[src/rtl/agu_pkg.sv]
package agu_pkg;
  typedef enum logic [1:0] {
    MODE_PLAIN    = 2'd0,
    MODE_POST_INC = 2'd1,
    MODE_PRE_DEC  = 2'd2,
    MODE_DISP     = 2'd3
  } agu_mode_e;
endpackage

[src/rtl/agu_data_path.sv]
module agu_data_path
  import agu_pkg::*;
#(
  parameter int unsigned PTR_W  = 16,
  parameter int unsigned DISP_W = 6
) (
  input  agu_mode_e          mode_i,
  input  logic [PTR_W-1:0]   ptr_i,
  input  logic [DISP_W-1:0]  disp_i,
  output logic [PTR_W-1:0]   addr_o,
  output logic               wb_o,
  output logic [PTR_W-1:0]   ptr_nxt_o
);
  localparam int unsigned PAD_W = PTR_W - DISP_W;

  logic [PTR_W-1:0] disp_ext;
  logic [PTR_W-1:0] ptr_inc;
  logic [PTR_W-1:0] ptr_dec;

  assign disp_ext = {{PAD_W{1'b0}}, disp_i};
  assign ptr_inc  = ptr_i + PTR_W'(1);
  assign ptr_dec  = ptr_i - PTR_W'(1);

  always_comb begin
    addr_o    = ptr_i;
    wb_o      = 1'b0;
    ptr_nxt_o = ptr_i;
    unique case (mode_i)
      MODE_PLAIN: ;
      MODE_POST_INC: begin
        wb_o      = 1'b1;
        ptr_nxt_o = ptr_inc;
      end
      MODE_PRE_DEC: begin
        // decremented value is both address and write-back
        wb_o      = 1'b1;
        ptr_nxt_o = ptr_dec;
        addr_o    = ptr_dec;
      end
      MODE_DISP: addr_o = ptr_i + disp_ext;
    endcase
  end
endmodule

[src/rtl/agu_prog_path.sv]
module agu_prog_path
  import agu_pkg::*;
#(
  parameter int unsigned PTR_W = 16,
  parameter int unsigned EXT_W = 8
) (
  input  agu_mode_e                mode_i,
  input  logic [PTR_W-1:0]         ptr_i,
  input  logic [EXT_W-1:0]         ext_i,
  output logic [PTR_W+EXT_W-1:0]   addr_o,
  output logic                     wb_o,
  output logic [PTR_W-1:0]         ptr_nxt_o,
  output logic [EXT_W-1:0]         ext_nxt_o,
  output logic                     err_o
);
  localparam int unsigned ADDR_W = PTR_W + EXT_W;

  logic [ADDR_W-1:0] full;
  logic [ADDR_W-1:0] full_inc;

  assign full     = {ext_i, ptr_i};
  // one adder spans page and pointer so carry reaches the page byte
  assign full_inc = full + ADDR_W'(1);
  assign addr_o   = full;

  always_comb begin
    wb_o      = 1'b0;
    err_o     = 1'b0;
    ptr_nxt_o = ptr_i;
    ext_nxt_o = ext_i;
    unique case (mode_i)
      MODE_PLAIN: ;
      MODE_POST_INC: begin
        wb_o      = 1'b1;
        ptr_nxt_o = full_inc[PTR_W-1:0];
        ext_nxt_o = full_inc[ADDR_W-1:PTR_W];
      end
      default: err_o = 1'b1;
    endcase
  end
endmodule

[src/rtl/agu_out_reg.sv]
module agu_out_reg #(
  parameter int unsigned W = 8
) (
  input  logic         clk_i,
  input  logic         rst_ni,
  input  logic [W-1:0] d_i,
  output logic [W-1:0] q_o
);
  always_ff @(posedge clk_i or negedge rst_ni) begin
    if (!rst_ni) q_o <= '0;
    else         q_o <= d_i;
  end
endmodule

[src/rtl/ptr_agu.sv]
module ptr_agu
  import agu_pkg::*;
#(
  parameter int unsigned BYTE_W = 8,
  parameter int unsigned EXT_W  = 8,
  parameter int unsigned DISP_W = 6
) (
  input  logic                      clk_i,
  input  logic                      rst_ni,
  input  logic                      req_valid_i,
  input  logic                      prog_i,
  input  logic [1:0]                mode_i,
  input  logic [BYTE_W-1:0]         ptr_hi_i,
  input  logic [BYTE_W-1:0]         ptr_lo_i,
  input  logic [DISP_W-1:0]         disp_i,
  input  logic [EXT_W-1:0]          ext_i,
  output logic                      vld_o,
  output logic [2*BYTE_W+EXT_W-1:0] addr_o,
  output logic                      ptr_wb_o,
  output logic [BYTE_W-1:0]         ptr_hi_o,
  output logic [BYTE_W-1:0]         ptr_lo_o,
  output logic                      ext_wb_o,
  output logic [EXT_W-1:0]          ext_o,
  output logic                      err_o
);
  localparam int unsigned PTR_W  = 2 * BYTE_W;
  localparam int unsigned ADDR_W = PTR_W + EXT_W;
  localparam int unsigned REG_W  = 4 + ADDR_W + PTR_W + EXT_W;

  agu_mode_e         mode;
  logic [PTR_W-1:0]  ptr;

  logic [PTR_W-1:0]  d_addr;
  logic              d_wb;
  logic [PTR_W-1:0]  d_ptr_nxt;

  logic [ADDR_W-1:0] p_addr;
  logic              p_wb;
  logic [PTR_W-1:0]  p_ptr_nxt;
  logic [EXT_W-1:0]  p_ext_nxt;
  logic              p_err;

  logic [ADDR_W-1:0] sel_addr;
  logic              sel_wb;
  logic              sel_ext_wb;
  logic              sel_err;
  logic [PTR_W-1:0]  sel_ptr;
  logic [EXT_W-1:0]  sel_ext;

  logic [REG_W-1:0]  reg_d;
  logic [REG_W-1:0]  reg_q;
  logic [PTR_W-1:0]  ptr_q;

  assign mode = agu_mode_e'(mode_i);
  assign ptr  = {ptr_hi_i, ptr_lo_i};

  agu_data_path #(.PTR_W(PTR_W), .DISP_W(DISP_W)) u_data (
    .mode_i    (mode),
    .ptr_i     (ptr),
    .disp_i    (disp_i),
    .addr_o    (d_addr),
    .wb_o      (d_wb),
    .ptr_nxt_o (d_ptr_nxt)
  );

  agu_prog_path #(.PTR_W(PTR_W), .EXT_W(EXT_W)) u_prog (
    .mode_i    (mode),
    .ptr_i     (ptr),
    .ext_i     (ext_i),
    .addr_o    (p_addr),
    .wb_o      (p_wb),
    .ptr_nxt_o (p_ptr_nxt),
    .ext_nxt_o (p_ext_nxt),
    .err_o     (p_err)
  );

  always_comb begin
    if (prog_i) begin
      sel_addr   = p_addr;
      sel_wb     = p_wb;
      sel_ext_wb = p_wb;
      sel_err    = p_err;
      sel_ptr    = p_ptr_nxt;
      sel_ext    = p_ext_nxt;
    end else begin
      sel_addr   = {{EXT_W{1'b0}}, d_addr};
      sel_wb     = d_wb;
      sel_ext_wb = 1'b0;
      sel_err    = 1'b0;
      sel_ptr    = d_ptr_nxt;
      sel_ext    = ext_i;
    end
  end

  // strobes qualified by request; data fields registered unconditionally
  assign reg_d = {req_valid_i,
                  sel_addr,
                  req_valid_i & sel_wb,
                  sel_ptr,
                  req_valid_i & sel_ext_wb,
                  sel_ext,
                  req_valid_i & sel_err};

  agu_out_reg #(.W(REG_W)) u_oreg (
    .clk_i  (clk_i),
    .rst_ni (rst_ni),
    .d_i    (reg_d),
    .q_o    (reg_q)
  );

  assign {vld_o, addr_o, ptr_wb_o, ptr_q, ext_wb_o, ext_o, err_o} = reg_q;
  assign ptr_hi_o = ptr_q[PTR_W-1:BYTE_W];
  assign ptr_lo_o = ptr_q[BYTE_W-1:0];
endmodule

[config.mk]
export PLATFORM = sky130hd
export DESIGN_NAME = ptr_agu
export DESIGN_NICKNAME = d
export VERILOG_FILES = /design/src/rtl/agu_pkg.sv /design/src/rtl/agu_data_path.sv /design/src/rtl/agu_prog_path.sv /design/src/rtl/agu_out_reg.sv /design/src/rtl/ptr_agu.sv
export SDC_FILE = /design/constraint.sdc
export NUM_CORES = 1
export LEC_CHECK = 0
export BUFFER_PORTS_ARGS = -buffer_cell sky130_fd_sc_hd__buf_2
export CAP_MARGIN = 20
export CORE_ASPECT_RATIO = 0.5
export CORE_MARGIN = 2
export CORE_UTILIZATION = 37
export DETAILED_ROUTE_END_ITERATION = 16
export PLACE_DENSITY = 0.61
export REMOVE_ABC_BUFFERS = 1
export SLEW_MARGIN = 15
export SYNTH_ARGS = -nofsm -noshare
export SYNTH_HDL_FRONTEND = slang
export SYNTH_SLANG_ARGS = --single-unit
export TNS_END_PERCENT = 10
[constraint.sdc]
create_clock -name clk_i -period 0.8 [get_ports clk_i]
set_input_delay 0.08 -clock clk_i [delete_from_list [all_inputs] [get_ports clk_i]]
set_output_delay 0.08 -clock clk_i [all_outputs]
set_load 0.05 [all_outputs]
==> flow_metrics.tcl, run 1 <==
set metrics [dict create \
    run_status "finished with violations" \
    violations "setup timing" \
    synthArstFlopShare 1.00 \
    slew_headroom 0.716 \
    grt_pass1_wl_um 20600 \
    finalNetCount 684 \
    numPortBuffers 87 \
    drtAntennaViolNets 0 \
    cap_violations 0 \
    largest_reg_flops 52 \
    netlist.area_leader.share 0.356 \
    ys_seq_area_frac 0.356 \
    power.share.clock 0.264 \
    grt-ovfl-total 0 \
    core_mm2 0.00951 \
    ir_drop_mv 0.781 \
    avgSynthCellArea_um2 8.70 \
    ctsLongestPathBuffers 2 \
    startpoint "ptr_lo_i[0]" \
    start_util 0.384 \
    placed_cell_area_mm2 0.00515 \
    finalCritPeriodShare 1.94 \
    synth-edff-count 0 \
    die_w_um 145 \
    num_rows 25 \
    synthDistinctLibCells 72 \
    synthTopCellsByCount "dfrtp_1 (52), nand2_1 (36), nor2_1 (33)" \
    grt_max_degree 53 \
    end_kind "flop" \
    cts_tree "done" \
    grt_pass1_vias 4006 \
    fin_ws_ns -0.756 \
    p_per_area_mw_per_mm2 1390 \
    hp-class "in2reg" \
    hold_start "ext_i[4]" \
    hpwl_um 9580 \
    numCtsBuffers 5 \
    wl_per_cell_um 17.5 \
    drc 0 \
    cp_max_fo 4 \
    netlist_area_mm2 0.00365 \
    place_congestion 0.948 \
    cts_max_level 2 \
    crit_required_ns 1.02 \
    die_h_um 74.3 \
    critPathArrivalTime_ns 1.77 \
    syn2layout_area_growth_pct 69.6 \
    finalHoldViolations 0 \
    critical_path_class "in2reg" \
    dieArea_mm2 0.0107 \
    top_regs "u_oreg.q_o: 52 flops" \
    viasPerCell 5.43 \
    synth_top_area_cell "dfrtp_1" \
    grt_antenna_before_repair 0 \
    cts_sinks 52 \
    setup_viol 93 \
    seqPwrFrac 0.341 \
    p_switching_mw 3.12 \
    drt_iter0_drc 355 \
    cts.clk_slew.worst_paths_ns 0.08 \
    drive_above_1_share 0.476 \
    diodes 0 \
    max_freq_mhz 643 \
    largest-register "u_oreg.q_o" \
    vias 4184 \
    grt.total_usage 0.253 \
    drt-total-wl_um 13500 \
    post-synth-top-count-cell "dfrtp_1" \
    ys.flop_type "dfrtp_1" \
    io-pin-count 88 \
    synth-seq-cells 52 \
    final_cells 770 \
    syn_inst 420 \
    grt_setup_unrepaired "yes" \
    internal-power_mw 5.48 \
    p_leak_nw 2.80 \
    p_sw_frac 0.363 \
    p_comb_frac 0.395 \
    cts-root-buf "clkbuf_16" \
    cp-start-kind "primary input" \
    synth.top_cells.by_area "dfrtp_1 (36%), ha_1 (4.5%), o21ai_0 (3.8%), nand2_1 (3.7%), nor2_1 (3.4%)" \
    critPathMaxStageDelay_ns 0.33 \
    worst_path_max_delay_cell "fa_2" \
    tightest_slew_ns 0.425 \
    placed_cells 745 \
    firstDrtPassIters 5 \
    slew_violations 0 \
    fin_crit_ns 1.56 \
    fin_area_mm2 0.00620 \
    ys_warn_count 0 \
    path_cells "buf_8, ha_4, inv_2, fa_2, nor2b_2, o31a_1, o211ai_1, o32a_1, o31ai_2" \
]
power groups by stage:
stage	Sequential, mW	Combinational (mW)	Clock (mW)
after floorplan	3.67	0.733	0
after detailed placement	2.92	2.77	0
final	2.93	3.40	2.28
after global placement	2.92	2.76	0
after global routing	2.95	3.59	2.42
after CTS	2.93	3.26	2.31
worst paths after layout:
kind	slack, ns	cells past startpoint	endpoint
min in group asynchronous	0.31	3	u_oreg.q_o[28]
min	0.03	2	u_oreg.q_o[47]
max	-0.76	9	u_oreg.q_o[41]
max in group asynchronous	0.22	3	u_oreg.q_o[17]
cell families (layout without fill, tap and decap cells):
group / Yosys count / in the layout / synth area share
flip-flops: 52 / 52 / 0.356
AND/OR/NAND/NOR: 163 / 163 / 0.249
AO/OA/AOI/OAI: 117 / 117 / 0.218
adder cells (fa/ha/maj): 14 / 14 / 0.0500
buffers and inverters: 50 / 265 / 0.0657
multiplexers: 9 / 9 / 0.0253
XOR/XNOR: 15 / 15 / 0.0359
metrics by stage:
| step | utilization | TNS, ns | power [mW] | hold slack [ns] | setup WS [ns] |
|---|---|---|---|---|---|
| 4_1_cts | 0.635 | -27.36 | 8.50 | 0.0245 | -0.746 |
| 3_3_place_gp | 0.542 | -39.77 | 5.69 | 0.0923 | -1.19 |
| 3_5_place_dp | 0.542 | -40.22 | 5.70 | 0.0963 | -1.22 |
| 6_report | 0.652 | -27.99 | 8.61 | 0.0329 | -0.756 |
| 2_1_floorplan | - | -29.19 | 4.40 | -0.216 | -1.08 |
| 5_1_grt | 0.652 | -32.06 | 8.96 | 0.0401 | -0.831 |
per-layer routing:
metal	wire [um]	vias to the layer above	GRT usage
li1	-	1960	-
met1	6200	2022	0.350
met2	6260	176	0.423
met3	804	26	0.0412
met4	245	0	0.0626
met5	0	-	0
what timing repair did:
action                                  in CTS  in global routing
hold buffers                                 5                  0
buffers inserted                             6                  7
pin swaps                                   27                 19
hold endpoints to repair                    56                  0
resized for setup                          180                 28
endpoints found under the setup margin      94                 93
layout make-up:
cell class / instances / area (um^2)
clock buffer: 5 / 125
clock inverter: 3 / 26.3
fill: 806 / 3310
inverter: 18 / 70.1
multi-input combinational: 318 / 2400
sequential: 52 / 1300
tap: 135 / 169
timing repair buffer: 239 / 2110
critical path, delay by kind of cell:
kind / cells / cell delay (ns)
adder cells (fa/ha/maj): 2 / 0.46
AND/OR/NAND/NOR: 1 / 0.14
buffers and inverters: 2 / 0.11
AO/OA/AOI/OAI: 4 / 0.98
cell usage in the layout, fill, tap and decap left out, types with 5 or more instances in the layout:
cell type / synthesis / final
nor2_1: 33 / 29
xnor2_1: 8 / 8
dlygate4sd3_1: 0 / 5
o21ai_1: 1 / 10
nand2_1: 36 / 36
a21oi_1: 20 / 16
a22oi_1: 7 / 6
buf_12: 0 / 6
nor4_4: 2 / 5
xor2_1: 7 / 7
a21o_1: 5 / 5
nand3_1: 14 / 13
buf_2: 6 / 26
nor4_1: 8 / 5
buf_6: 3 / 70
and3_1: 7 / 5
inv_1: 16 / 14
nor3_1: 12 / 10
and2_1: 12 / 11
clkbuf_16: 0 / 5
buf_4: 6 / 128
o22ai_1: 7 / 7
o21ai_0: 28 / 19
o211ai_1: 7 / 7
ha_4: 0 / 6
mux2i_1: 7 / 7
dfrtp_1: 52 / 52
Power figures use the tool's default switching activity.
==> run 2, diff against run 1 <==
==> constraint.sdc (replaced) <==
create_clock -name clk_i -period 1.65 [get_ports clk_i]
set_input_delay 0.165 -clock clk_i [delete_from_list [all_inputs] [get_ports clk_i]]
set_output_delay 0.165 -clock clk_i [all_outputs]
set_load 0.05 [all_outputs]
==> run 2 against run 1 <==
Effect of this change: the run still ends with setup timing left; cell area down 15%; routed wire length down 9.3%; combinational power down 59%; non-clock buffer count down 38; count of clock-buffer cells in the layout unchanged; worst hold slack better by 0.027 ns; critical path type unchanged; largest power group is now registers; highest routed layer unchanged.
==> flow_metrics.tcl, run 2 (synthesized netlist as in run 1, its figures left out) <==
set metrics [dict create \
    critical_path_class "in2reg" \
    final_util 0.557 \
    multiInputGateArea_mm2 0.00224 \
    grt_max_degree 29 \
    total_power_mw 3.84 \
    die_w_um 145 \
    p_per_area_mw_per_mm2 725 \
    p_leak_nw 2.45 \
    busiest_layer "met2" \
    grt_pass1_vias 3694 \
    drive_above_1_share 0.410 \
    violations "setup timing" \
    slew_headroom 0.645 \
    drt-total-wl_um 12200 \
    firstDrtPassIters 5 \
    setup_viol 2 \
    final_common_cell "buf_4" \
    drc 0 \
    wl_per_cell_um 16.7 \
    start_util 0.384 \
    top_regs "u_oreg.q_o: 52 flops" \
    max_freq_mhz 586 \
    cts.clk_slew.worst_paths_ns 0.07 \
    cts_sinks 52 \
    die_h_um 74.3 \
    placed_cells 718 \
    finalNetCount 646 \
    run_status "finished with violations" \
    diodes 0 \
    grt-ovfl-total 0 \
    hold_depth 2 \
    hold_start "ext_i[7]" \
    hp-class "in2reg" \
    tightest_slew_ns 0.533 \
    ir_drop_mv 0.320 \
    cts_max_level 2 \
    finalHoldViolations 0 \
    grt.total_usage 0.230 \
    grt_pass1_wl_um 19100 \
    grtUsageMet1 0.336 \
    fin_crit_ns 1.71 \
    largest_reg_flops 52 \
    end_kind "flop" \
    io-pin-count 88 \
    slew_violations 0 \
    critPathArrivalTime_ns 1.89 \
    cp_max_fo 5 \
    cts-root-buf "clkbuf_16" \
    cap_violations 0 \
    grt_setup_unrepaired "yes" \
    core_mm2 0.00951 \
    ctsLongestPathBuffers 2 \
    drtAntennaViolNets 0 \
    seq_area_mm2 0.00130 \
    syn2layout_area_growth_pct 45.0 \
    largest-register "u_oreg.q_o" \
    finalCritPeriodShare 1.03 \
    grtUsageMet3 0.0386 \
    vias 3939 \
    final_cells 732 \
    cts_tree "done" \
    worst_hold_path.endpoint "u_oreg.q_o[8]" \
    fin_ws_ns -0.0569 \
    dieArea_mm2 0.0107 \
    final_cell_mix "buf_4 (107), buf_2 (85), dfrtp_1 (52)" \
    viasPerCell 5.38 \
    crit_required_ns 1.83 \
    hpwl_um 9390 \
    num_rows 25 \
    grt_antenna_before_repair 0 \
    cp-start-kind "primary input" \
    place_congestion 0.923 \
    drt_iter0_drc 278 \
    numCtsBuffers 5 \
    use_met2 0.353 \
    numPortBuffers 87 \
    fill_cells 908 \
]
==> run 2: changes by cell type in the layout (fill, tap and decap cells not counted), moves of 3 or more <==
cell	change
a21oi_1	+3
buf_4	-21
ha_4	-3
buf_6	-69
buf_8	-3
ha_2	-3
nor2_1	+3
ha_1	+6
buf_2	+59
o21ai_1	-9
o21ai_0	+9
and3_4	-3
dlygate4sd3_1	-3
==> run 2: stage by stage <==
stage | hold slack [ns] | area [um^2] | worst slack, ns | TNS [ns]
global placement | 0.165 | 4960 | -0.442 | -7.77
global route | 0.0715 | 5300 | -0.171 | -0.398
finish | 0.0602 | 5300 | -0.0569 | -0.0866
floorplan | -0.131 | 3480 | -0.311 | -1.25
CTS | 0.0599 | 5210 | -0.0529 | -0.190
detailed placement | 0.166 | 4960 | -0.482 | -8.48
==> run 2: what timing repair did <==
item	in CTS	in global routing
setup buffers	1	3
hold endpoints to repair	15	0
hold buffers	2	0
gates resized for setup	19	10
pin swaps	8	9
endpoints found under the setup margin	13	16
==> run 2: worst max-delay path by stage <==
| stage | from | endpoint | slack, ns | cells past startpoint |
|---|---|---|---|---|
| floorplan | ptr_lo_i[1] | u_oreg.q_o[39] | -0.31 | 7 |
| global placement | ptr_lo_i[0] | u_oreg.q_o[35] | -0.44 | 9 |
| detailed placement | ptr_lo_i[1] | u_oreg.q_o[24] | -0.48 | 9 |
| CTS | ptr_lo_i[2] | u_oreg.q_o[15] | -0.05 | 7 |
| global route | ptr_lo_i[0] | u_oreg.q_o[41] | -0.17 | 10 |
| finish | ptr_lo_i[0] | u_oreg.q_o[41] | -0.06 | 10 |
==> run 2: where the power goes <==
group	total, mW	internal (mW)	switching, mW
Sequential	1.39	1.37	0.0229
Combinational	1.38	0.491	0.886
Clock	1.07	0.566	0.507
Total	3.84	2.43	1.42
==> run 2: metal layers <==
metal	routed length, um	part of all wire
met5	0	0
met1	5950	0.49
met4	240	0.020
met2	5200	0.42
met3	855	0.070
==> run 2: cell type report <==
cell class | count | area share
Multi-Input combinational cell | 318 | 0.423
Inverter | 18 | 0.0128
Sequential cell | 52 | 0.246
Clock buffer | 5 | 0.0236
Clock inverter | 3 | 0.00402
Timing Repair Buffer | 201 | 0.260
Tap cell | 135 | 0.0319
==> run 2: worst max-delay path, stage by stage <==
cell and delay (ns):
buf_8 0.09, ha_4 0.12, inv_2 0.03, fa_2 0.36, nor2b_4 0.13, o31a_1 0.28
o211ai_1 0.19, buf_4 0.17, o31ai_2 0.24, o31ai_2 0.10
